**config.mk**
```make
export PLATFORM = sky130hd
export DESIGN_NAME = bus_wdt_reset_gen
export DESIGN_NICKNAME = d
export VERILOG_FILES = /design/src/rtl/bwr_pkg.sv /design/src/rtl/bwr_sync.sv /design/src/rtl/bwr_start_det.sv /design/src/rtl/bwr_wdt.sv /design/src/rtl/bwr_reset_ctrl.sv /design/src/rtl/bus_wdt_reset_gen.sv
export SDC_FILE = /design/constraint.sdc
export NUM_CORES = 1
export LEC_CHECK = 0
export BUFFER_PORTS_ARGS = -buffer_cell sky130_fd_sc_hd__buf_2
export CAP_MARGIN = 20
export CORE_ASPECT_RATIO = 1.5
export CORE_MARGIN = 1
export CORE_UTILIZATION = 30
export CTS_CLUSTER_SIZE = 20
export DETAILED_ROUTE_END_ITERATION = 8
export GPL_TIMING_DRIVEN = 0
export SYNTH_ARGS = -nofsm -noshare
export SYNTH_HDL_FRONTEND = slang
export SYNTH_HIERARCHICAL = 1
export SYNTH_SLANG_ARGS = --single-unit
```
**constraint.sdc**
```tcl
create_clock -name clk_i -period 2.9 [get_ports clk_i]
set_clock_uncertainty 0.05 [all_clocks]
set_input_delay 0.145 -clock clk_i [delete_from_list [all_inputs] [get_ports clk_i]]
set_output_delay 0.145 -clock clk_i [all_outputs]
set_load 0.05 [all_outputs]
```
**src/rtl/bwr_pkg.sv**
```systemverilog
package bwr_pkg;
  typedef enum logic [1:0] {
    WD_LONG  = 2'b00,
    WD_MID   = 2'b01,
    WD_SHORT = 2'b10,
    WD_OFF   = 2'b11
  } wd_code_e;

  typedef enum logic {
    SRC_POWER = 1'b0,
    SRC_WDOG  = 1'b1
  } rst_src_e;

  function automatic int unsigned max3(int unsigned a, int unsigned b, int unsigned c);
    int unsigned m;
    m = (a > b) ? a : b;
    return (m > c) ? m : c;
  endfunction
endpackage

```
**src/rtl/bwr_sync.sv**
```systemverilog
module bwr_sync #(
  parameter int unsigned WIDTH  = 2,
  parameter int unsigned STAGES = 2,
  parameter logic [WIDTH-1:0] RESET_VAL = '1
) (
  input  logic             clk_i,
  input  logic             rst_ni,
  input  logic [WIDTH-1:0] d_i,
  output logic [WIDTH-1:0] q_o
);
  logic [WIDTH-1:0] stage_q [STAGES];

  for (genvar s = 0; s < STAGES; s++) begin : g_stage
    always_ff @(posedge clk_i or negedge rst_ni) begin
      if (!rst_ni) stage_q[s] <= RESET_VAL;
      else if (s == 0) stage_q[s] <= d_i;
      else stage_q[s] <= stage_q[(s == 0) ? 0 : s-1];
    end
  end

  assign q_o = stage_q[STAGES-1];
endmodule

```
**src/rtl/bwr_start_det.sv**
```systemverilog
module bwr_start_det (
  input  logic clk_i,
  input  logic rst_ni,
  input  logic scl_s_i,
  input  logic sda_s_i,
  input  logic block_i,
  output logic start_o
);
  logic sda_q;

  always_ff @(posedge clk_i or negedge rst_ni) begin
    if (!rst_ni) sda_q <= 1'b1;
    else sda_q <= sda_s_i;
  end

  // falling SDA with SCL high; bus ignored while reset is active
  assign start_o = !block_i && scl_s_i && sda_q && !sda_s_i;
endmodule

```
**src/rtl/bwr_wdt.sv**
```systemverilog
module bwr_wdt
  import bwr_pkg::*;
#(
  parameter int unsigned LONG_TICKS  = 1400,
  parameter int unsigned MID_TICKS   = 600,
  parameter int unsigned SHORT_TICKS = 200
) (
  input  logic       clk_i,
  input  logic       rst_ni,
  input  wd_code_e   code_i,
  input  logic       hold_i,
  input  logic       kick_i,
  output logic       expire_o
);
  localparam int unsigned MaxTicks = max3(LONG_TICKS, MID_TICKS, SHORT_TICKS);
  localparam int unsigned CW = $clog2(MaxTicks + 1);

  logic [CW-1:0] cnt_q;
  logic [CW-1:0] last;
  logic          enabled;

  always_comb begin
    unique case (code_i)
      WD_LONG:  last = CW'(LONG_TICKS - 1);
      WD_MID:   last = CW'(MID_TICKS - 1);
      WD_SHORT: last = CW'(SHORT_TICKS - 1);
      default:  last = '0;
    endcase
  end

  assign enabled  = (code_i != WD_OFF);
  assign expire_o = enabled && !hold_i && !kick_i && (cnt_q >= last);

  always_ff @(posedge clk_i or negedge rst_ni) begin
    if (!rst_ni) cnt_q <= '0;
    else if (hold_i || kick_i || !enabled || expire_o) cnt_q <= '0;
    else cnt_q <= cnt_q + 1'b1;
  end

  a_r4_off_no_expire: assert property (@(posedge clk_i) disable iff (!rst_ni)
    code_i == WD_OFF |-> !expire_o);
  a_r8_held_in_reset: assert property (@(posedge clk_i) disable iff (!rst_ni)
    hold_i |=> cnt_q == '0);
  a_r6_kick_restarts: assert property (@(posedge clk_i) disable iff (!rst_ni)
    kick_i |=> cnt_q == '0);
  a_r3_cnt_bounded: assert property (@(posedge clk_i) disable iff (!rst_ni)
    cnt_q < CW'(MaxTicks));
endmodule

```
**src/rtl/bwr_reset_ctrl.sv**
```systemverilog
module bwr_reset_ctrl
  import bwr_pkg::*;
#(
  parameter int unsigned POR_TICKS = 250,
  parameter int unsigned RST_TICKS = 250
) (
  input  logic clk_i,
  input  logic rst_ni,
  input  logic low_i,
  input  logic expire_i,
  output logic active_o,
  output logic abort_o
);
  localparam int unsigned MaxTicks = (POR_TICKS > RST_TICKS) ? POR_TICKS : RST_TICKS;
  localparam int unsigned CW = $clog2(MaxTicks + 1);

  rst_src_e      src_q;
  logic [CW-1:0] cnt_q;
  logic [CW-1:0] last;
  logic          active_q;
  logic          abort_q;

  assign last = (src_q == SRC_POWER) ? CW'(POR_TICKS - 1) : CW'(RST_TICKS - 1);

  always_ff @(posedge clk_i or negedge rst_ni) begin
    if (!rst_ni) begin
      active_q <= 1'b1;
      src_q    <= SRC_POWER;
      cnt_q    <= '0;
      abort_q  <= 1'b0;
    end else begin
      abort_q <= 1'b0;
      if (low_i) begin
        active_q <= 1'b1;
        src_q    <= SRC_POWER;
        cnt_q    <= '0;
        abort_q  <= !active_q;
      end else if (expire_i) begin
        active_q <= 1'b1;
        src_q    <= SRC_WDOG;
        cnt_q    <= '0;
        abort_q  <= !active_q;
      end else if (active_q) begin
        if (cnt_q >= last) begin
          active_q <= 1'b0;
          cnt_q    <= '0;
        end else begin
          cnt_q <= cnt_q + 1'b1;
        end
      end
    end
  end

  assign active_o = active_q;
  assign abort_o  = abort_q;

  a_r2_low_forces: assert property (@(posedge clk_i) disable iff (!rst_ni)
    low_i |=> active_o);
  a_r9_low_restarts: assert property (@(posedge clk_i) disable iff (!rst_ni)
    low_i |=> (cnt_q == '0) && (src_q == SRC_POWER));
  a_r10_abort_single: assert property (@(posedge clk_i) disable iff (!rst_ni)
    abort_o |=> !abort_o);
  a_r10_abort_on_entry: assert property (@(posedge clk_i) disable iff (!rst_ni)
    abort_o |-> active_o && !$past(active_o));
  a_r5_cnt_bounded: assert property (@(posedge clk_i) disable iff (!rst_ni)
    cnt_q < CW'(MaxTicks));
endmodule

```
**src/rtl/bus_wdt_reset_gen.sv**
```systemverilog
module bus_wdt_reset_gen
  import bwr_pkg::*;
#(
  parameter int unsigned POR_TICKS        = 250000,
  parameter int unsigned RST_TICKS        = 250000,
  parameter int unsigned WD_LONG_TICKS    = 1400000,
  parameter int unsigned WD_MID_TICKS     = 600000,
  parameter int unsigned WD_SHORT_TICKS   = 200000,
  parameter bit          RESET_ACTIVE_HIGH = 1'b0
) (
  input  logic       clk_i,
  input  logic       rst_ni,
  input  logic       scl_i,
  input  logic       sda_i,
  input  logic       supply_low_i,
  input  logic [1:0] wd_sel_i,
  output logic       reset_o,
  output logic       bus_abort_o
);
  logic [1:0] bus_s;
  logic       start;
  logic       expire;
  logic       rst_active;

  bwr_sync #(.WIDTH(2), .STAGES(2), .RESET_VAL(2'b11)) u_sync (
    .clk_i (clk_i),
    .rst_ni(rst_ni),
    .d_i   ({scl_i, sda_i}),
    .q_o   (bus_s)
  );

  bwr_start_det u_start (
    .clk_i  (clk_i),
    .rst_ni (rst_ni),
    .scl_s_i(bus_s[1]),
    .sda_s_i(bus_s[0]),
    .block_i(rst_active),
    .start_o(start)
  );

  bwr_wdt #(
    .LONG_TICKS (WD_LONG_TICKS),
    .MID_TICKS  (WD_MID_TICKS),
    .SHORT_TICKS(WD_SHORT_TICKS)
  ) u_wdt (
    .clk_i   (clk_i),
    .rst_ni  (rst_ni),
    .code_i  (wd_code_e'(wd_sel_i)),
    .hold_i  (rst_active),
    .kick_i  (start),
    .expire_o(expire)
  );

  bwr_reset_ctrl #(
    .POR_TICKS(POR_TICKS),
    .RST_TICKS(RST_TICKS)
  ) u_ctrl (
    .clk_i   (clk_i),
    .rst_ni  (rst_ni),
    .low_i   (supply_low_i),
    .expire_i(expire),
    .active_o(rst_active),
    .abort_o (bus_abort_o)
  );

  if (RESET_ACTIVE_HIGH) begin : g_pol_high
    assign reset_o = rst_active;
  end else begin : g_pol_low
    assign reset_o = !rst_active;
  end
endmodule

```
==> results of run 1 <==
-- per-stage QoR --
stage | util, % | std cells | instance area [µm²] | power, mW | setup slack, ns
6_report | 36.92 | 440 | 3557 | 1.339 | 0.08049
2_1_floorplan | - | 292 | 2964 | 0.7359 | 0.1996
4_1_cts | 34.56 | 426 | 3329 | 1.335 | 0.01465
3_5_place_dp | 32.68 | 415 | 3148 | 0.7738 | -0.4376
5_1_grt | 36.92 | 440 | 3557 | 1.404 | -0.09850
3_3_place_gp | 32.68 | 415 | 3148 | 0.7693 | -0.4229
-- worst paths after layout --
check,to,slack [ns],cells after the start
min in group asynchronous,u_wdt/cnt_q[9],0.18,2
worst min-delay path,u_ctrl/active_o,0.08,3
worst max register to register,u_ctrl/cnt_q[13],0.08,12
worst min register to register,u_sync/q_o[1],0.31,0
worst max-delay path,u_ctrl/cnt_q[13],0.08,12
max in group asynchronous,u_ctrl/active_o,2.08,3
-- cell families after synthesis --
group | Yosys count | share of synthesized area (%)
multiplexers | 2 | 0.7176
buffers and inverters | 26 | 4.938
AND/OR/NAND/NOR | 115 | 24.69
XOR/XNOR | 19 | 5.614
AO/OA/AOI/OAI | 57 | 13.55
flip-flops | 46 | 39.09
adder cells (fa/ha/maj) | 27 | 11.40
-- power breakdown --
| group | leakage [nW] | switching [mW] | internal, mW |
|---|---|---|---|
| clock network | 0.0652 | 0.223 | 0.321 |
| logic | 0.860 | 0.0630 | 0.0595 |
| registers | 0.616 | 0.0144 | 0.658 |
| total | 1.54 | 0.301 | 1.04 |
-- worst max-delay path: stages, from the launching register on --
cell,delay [ns]
dfrtp_1,0.43
ha_1,0.34
a211o_1,0.31
a21oi_2,0.17
o2111ai_2,0.16
o21a_1,0.26
nor2_2,0.15
o2111a_2,0.28
buf_6,0.15
buf_8,0.12
buf_6,0.12
a31oi_1,0.07
a31oi_1,0.14
-- state kept, by name, summed over array words and instances, names as in the netlist --
| signal | count |
|---|---|
| u_wdt/cnt_q | 21 |
| u_ctrl/cnt_q | 18 |
| u_sync/q_o | 2 |
| u_ctrl/active_o | 1 |
| u_sync/stage_q | 2 |
| u_ctrl/abort_o | 1 |
| u_start/sda_q | 1 |
-- repair_timing --
action / 4_1_cts / 5_1_grt
hold endpoints to repair: 2 / 40
setup endpoints to repair: 18 / 16
hold buffers: 2 / 1
pin swaps: 1 / 16
buffers inserted: 1 / 10
cloned: 0 / 2
resized for setup: 5 / 26
-- routing by layer --
metal	wire, µm	vias to the layer above	GRT usage (%)	share of wire [%]
met1	2781	1154	15.30	41
met4	160	0	5.388	2.4
li1	-	1147	-	-
met3	181	13	1.988	2.7
met2	3646	55	25.36	54
met5	0	-	0	0
-- cells in the final DEF, fill, tap and decap left out, drive strengths merged, types with 2 or more instances in the layout --
master / synthesis / layout
nand2b: 2 / 2
ha: 27 / 27
o21a: 3 / 3
or3: 2 / 2
nand3: 23 / 23
xor2: 14 / 14
dfstp: 6 / 6
nand2: 12 / 12
or2b: 3 / 3
nand4: 11 / 11
dlygate4sd3: 0 / 3
o31ai: 2 / 2
inv: 12 / 12
and3: 9 / 9
dfrtp: 40 / 40
a31oi: 13 / 13
clkbuf: 4 / 13
a22o: 3 / 3
nor3b: 2 / 2
and4: 3 / 3
o211ai: 2 / 2
buf: 10 / 31
o21ai: 6 / 6
xnor2: 5 / 5
a211o: 2 / 2
a21o: 4 / 4
a21oi: 14 / 14
nor2: 13 / 13
nand4b: 2 / 2
a41oi: 3 / 3
nor3: 29 / 29
-- cell type report --
class	instances	area (µm²)	area share, %
Buffer	14	108.9	3.060
Clock buffer	8	136.4	3.834
Inverter	12	45.04	1.266
Multi-Input combinational cell	220	1734	48.75
Sequential cell	46	1161	32.64
Tap cell	115	143.9	4.045
Timing Repair Buffer	25	227.7	6.402
==> flow_summary.json, run 1 <==
{
  "cts_tree": "yes",
  "initial_core_util_pct": 30.77,
  "slew_viol_final": 0,
  "clock-sinks": 46,
  "layout.nets": 358,
  "p_leak_nw": 1.541,
  "cts.htree.levels": 2,
  "dpl.hpwl_um": 4643,
  "core_area_um2": 9634,
  "synth-seq-area-share_pct": 39.09,
  "drtIter0Drc": 106,
  "grt_pass1_wl_um": 11290,
  "fp-row-count": 44,
  "syn_area_um2": 2964,
  "synth_edf_count": 0,
  "wl_per_cell_um": 15.39,
  "fill_cells": 964,
  "endpoint_kind": "flop",
  "worstMarginPinSlew_ns": 0.5903,
  "ys_warn_count": 6,
  "slew_headroom_pct": 60.43,
  "finalSetupViolCount": 0,
  "rr_startpoint": "u_wdt/cnt_q[14]",
  "syn_inst": 292,
  "drtAntennaViolNets": 0,
  "clk_path_buf_depth": 2,
  "power_density_nw_per_um2": 376.4,
  "grt_use_total_pct": 13.49,
  "antenna_found_initial": 0,
  "port_buffers": 8,
  "path_clk_slew_ns": 0.06,
  "gp_congestion": 0.7857,
  "period_share_pct": 97.22,
  "ys_ff_latch": 46,
  "crit_start": "u_wdt/cnt_q[14]",
  "synth_top_area_share_pct": 33.77,
  "grt_pass1_vias": 2416,
  "required_ns": 3.05,
  "critPathLaunchType": "flop",
  "final_hold_viol_count": 0,
  "whs_ns": 0.08285,
  "synth_cell_types": 47,
  "diodes": 0,
  "synth_area_leader_cell": "dfrtp_1",
  "routed_via_density": 5.384,
  "die_h_um": 123.7,
  "fp.dieArea_um2": 10290,
  "fin_tns_setup_ns": 0,
  "clk_latency_ns": 0.28,
  "drc": 0,
  "synthArstFlopShare_pct": 100.0,
  "path_class": "flop to flop",
  "die_w_um": 83.16,
  "via_count": 2369,
  "grt_max_degree": 47,
  "drt-total-wl_um": 6770,
  "numCtsBuffers": 5,
  "hold_path.startpoint": "supply_low_i",
  "worstPathArrival_ns": 2.97,
  "area_growth_pct": 20.01,
  "max_freq_mhz": 354.7,
  "drtPass1Iterations": 5,
  "synth_area_leaders": "dfrtp_1 34%, ha_1 11%, nor3_2 7.1%",
  "avgSynthCellArea_um2": 10.15,
  "cp_max_fo": 6,
  "grt_setup_unrepaired": "true",
  "ys.flop_type": "dfrtp_1",
  "status": "complete, no violations",
  "worst_hold_path_type": "primary input to flop",
  "grt_overflow": 0,
  "syn_nets": 326,
  "ys_top_cells_by_count": "40 x dfrtp_1, 27 x ha_1, 23 x nand3_1",
  "clockRootBuffer": "clkbuf_16",
  "yosysMostFrequentCell": "dfrtp_1",
  "finalCriticalPeriod_ns": 2.820,
  "drive_gt1_share_pct": 26.77,
  "io-pin-count": 9,
  "drv_cap": 0,
  "ir_drop_mv": 0.2047
}
Note: power is estimated with default switching activity, not from simulation.
==> inputs of run 2 (changes only) <==
--- a/config.mk
+++ b/config.mk
@@ -5,7 +5,7 @@
 export SDC_FILE = /design/constraint.sdc
 export NUM_CORES = 1
 export LEC_CHECK = 0
-export BUFFER_PORTS_ARGS = -buffer_cell sky130_fd_sc_hd__buf_2
+export BUFFER_PORTS_ARGS = -buffer_cell sky130_fd_sc_hd__clkbuf_2
 export CAP_MARGIN = 20
 export CORE_ASPECT_RATIO = 1.5
 export CORE_MARGIN = 1
==> flow_summary.json, run 2 (synthesized netlist as in run 1, its figures left out) <==
{
  "status": "complete, no violations",
  "drv_cap": 0,
  "io-pin-count": 9,
  "fill_cells": 953,
  "drtAntennaViolNets": 0,
  "cts_tree": "yes",
  "endpoint_kind": "flop",
  "drt-total-wl_um": 6664,
  "core_area_um2": 9634,
  "period_share_pct": 97.49,
  "numCtsBuffers": 5,
  "port_buffers": 8,
  "rrSetupSlack_ns": 0.07,
  "via_count": 2378,
  "grt_overflow": 0,
  "die_w_um": 83.16,
  "finalSetupViolCount": 0,
  "initial_core_util_pct": 30.77,
  "clk_path_buf_depth": 2,
  "postLayoutCellArea_um2": 3518,
  "regMostFlops": "u_wdt/cnt_q",
  "max_freq_mhz": 353.7,
  "p_leak_nw": 1.524,
  "cp_slowest_stage_delay_ns": 0.41,
  "pwr-share-comb_pct": 8.0,
  "antenna_found_initial": 0,
  "drtIter0Drc": 84,
  "wl_per_cell_um": 15.25,
  "cpMaxStageDelayCell": "dfrtp_2",
  "path_class": "flop to flop",
  "gp_congestion": 0.7685,
  "final_common_cell": "dfrtp_1",
  "utilization_pct": 36.52,
  "cpMostUsedCell": "buf_6",
  "largestRegisters": "u_wdt/cnt_q: 21 flops, u_ctrl/cnt_q: 18 flops",
  "power_density_nw_per_um2": 389.4,
  "critPathLaunchType": "flop",
  "finalPower_mw": 1.370,
  "grt_pass1_wl_um": 11130,
  "drtPass1Iterations": 4,
  "cp_max_fo": 10,
  "grt_max_degree": 29,
  "slew_headroom_pct": 59.72,
  "diodes": 0,
  "grt_pass1_vias": 2310,
  "finalCriticalPeriod_ns": 2.827,
  "worstPathArrival_ns": 2.98,
  "largest_reg_flops": 21,
  "pwr-share-seq_pct": 49.1,
  "mostFrequentLayoutCells": "37 x dfrtp_1, 25 x ha_1, 23 x nand3_1",
  "path_clk_slew_ns": 0.06,
  "fp.dieArea_um2": 10290,
  "switching_share_pct": 23.23,
  "clock-sinks": 46,
  "die_h_um": 123.7,
  "ir_drop_mv": 0.1910,
  "cts.htree.levels": 2,
  "required_ns": 3.05,
  "routed_via_density": 5.442,
  "path_cells": "inv_1 -> ha_1 -> nand2b_4 -> a21o_1 -> a2111oi_4 -> nor2_1 -> o21a_1 -> nor2_2 -> o2111a_2 -> buf_6 -> buf_6 -> nand2_1 -> a31oi_1",
  "clockRootBuffer": "clkbuf_16",
  "grt_use_total_pct": 13.71,
  "final_hold_viol_count": 0,
  "worst_hold_path_type": "primary input to flop",
  "fp-row-count": 44,
  "critPathBufInv": 3,
  "intPower_mw": 1.052,
  "drive_gt1_share_pct": 25.16,
  "dpl.hpwl_um": 4637,
  "power.share.clock_pct": 42.9,
  "critical-path-top-delay-family": "compound AO/OA/AOI/OAI gates",
  "slew_viol_final": 0,
  "clk_latency_ns": 0.29,
  "fin_tns_setup_ns": 0,
  "power_switching_mw": 0.3183,
  "layout.nets": 355,
  "postPlaceCellArea_um2": 3168,
  "area_growth_pct": 18.70,
  "worstMarginPinSlew_ns": 0.6009,
  "drc": 0
}
## run 2: tightest hold or removal path: stages
cell and delay, ns:
clkbuf_2 0.13, nor2_2 0.06, nand2_1 0.05
## run 2: layout make-up
class	instances	area, µm²	area share (%)
clock inverter	1	5.005	0.1422
inverter	12	45.04	1.280
sequential	46	1162	33.04
multi-input combinational	220	1719	48.86
timing repair buffer	22	195.2	5.548
clock buffer	7	142.6	4.054
buffer	14	105.1	2.987
tap	115	143.9	4.090
## run 2: power by group through the flow
stage / sequential [mW] / clock, mW / combinational, mW
5_1_grt: 0.674 / 0.639 / 0.125
4_1_cts: 0.673 / 0.606 / 0.0970
3_5_place_dp: 0.684 / 0 / 0.0913
3_3_place_gp: 0.684 / 0 / 0.0855
2_1_floorplan: 0.681 / 0 / 0.0553
6_report: 0.673 / 0.587 / 0.110
## run 2: final timing paths
path,from,endpoint,cells after the start
max,u_wdt/cnt_q[0],u_ctrl/cnt_q[9],13
min,supply_low_i,u_ctrl/active_o,3
max reg2reg,u_wdt/cnt_q[0],u_ctrl/cnt_q[9],13
min reg2reg,u_sync/stage_q[2],u_sync/q_o[0],0
max in group asynchronous,rst_ni,u_ctrl/active_o,3
min in group asynchronous,rst_ni,u_wdt/cnt_q[7],2
## run 2: metal layers
layer / vias to the layer above / track usage, % / part of all wire, %
li1: 1143 / - / -
met1: 1170 / 15.74 / 42
met2: 53 / 24.28 / 52
met3: 12 / 2.717 / 3.7
met4: 0 / 7.004 / 2.5
met5: - / 0 / 0
## run 2: per-stage QoR
stage / hold slack [ns] / std cells / setup slack, ns
6_report: 0.07641 / 437 / 0.07268
5_1_grt: 0.08076 / 437 / -0.03526
4_1_cts: 0.07006 / 428 / 0.02923
3_5_place_dp: 0.09012 / 416 / -0.4728
3_3_place_gp: 0.1848 / 415 / -0.4390
2_1_floorplan: -0.2006 / 292 / 0.1996
## run 2: what timing repair did
item,CTS,global route
hold buffers,3,0
cloned,0,1
pin swaps,1,9
setup endpoints to repair,18,14
resized for setup,4,11
setup buffers,1,8
hold endpoints to repair,15,0
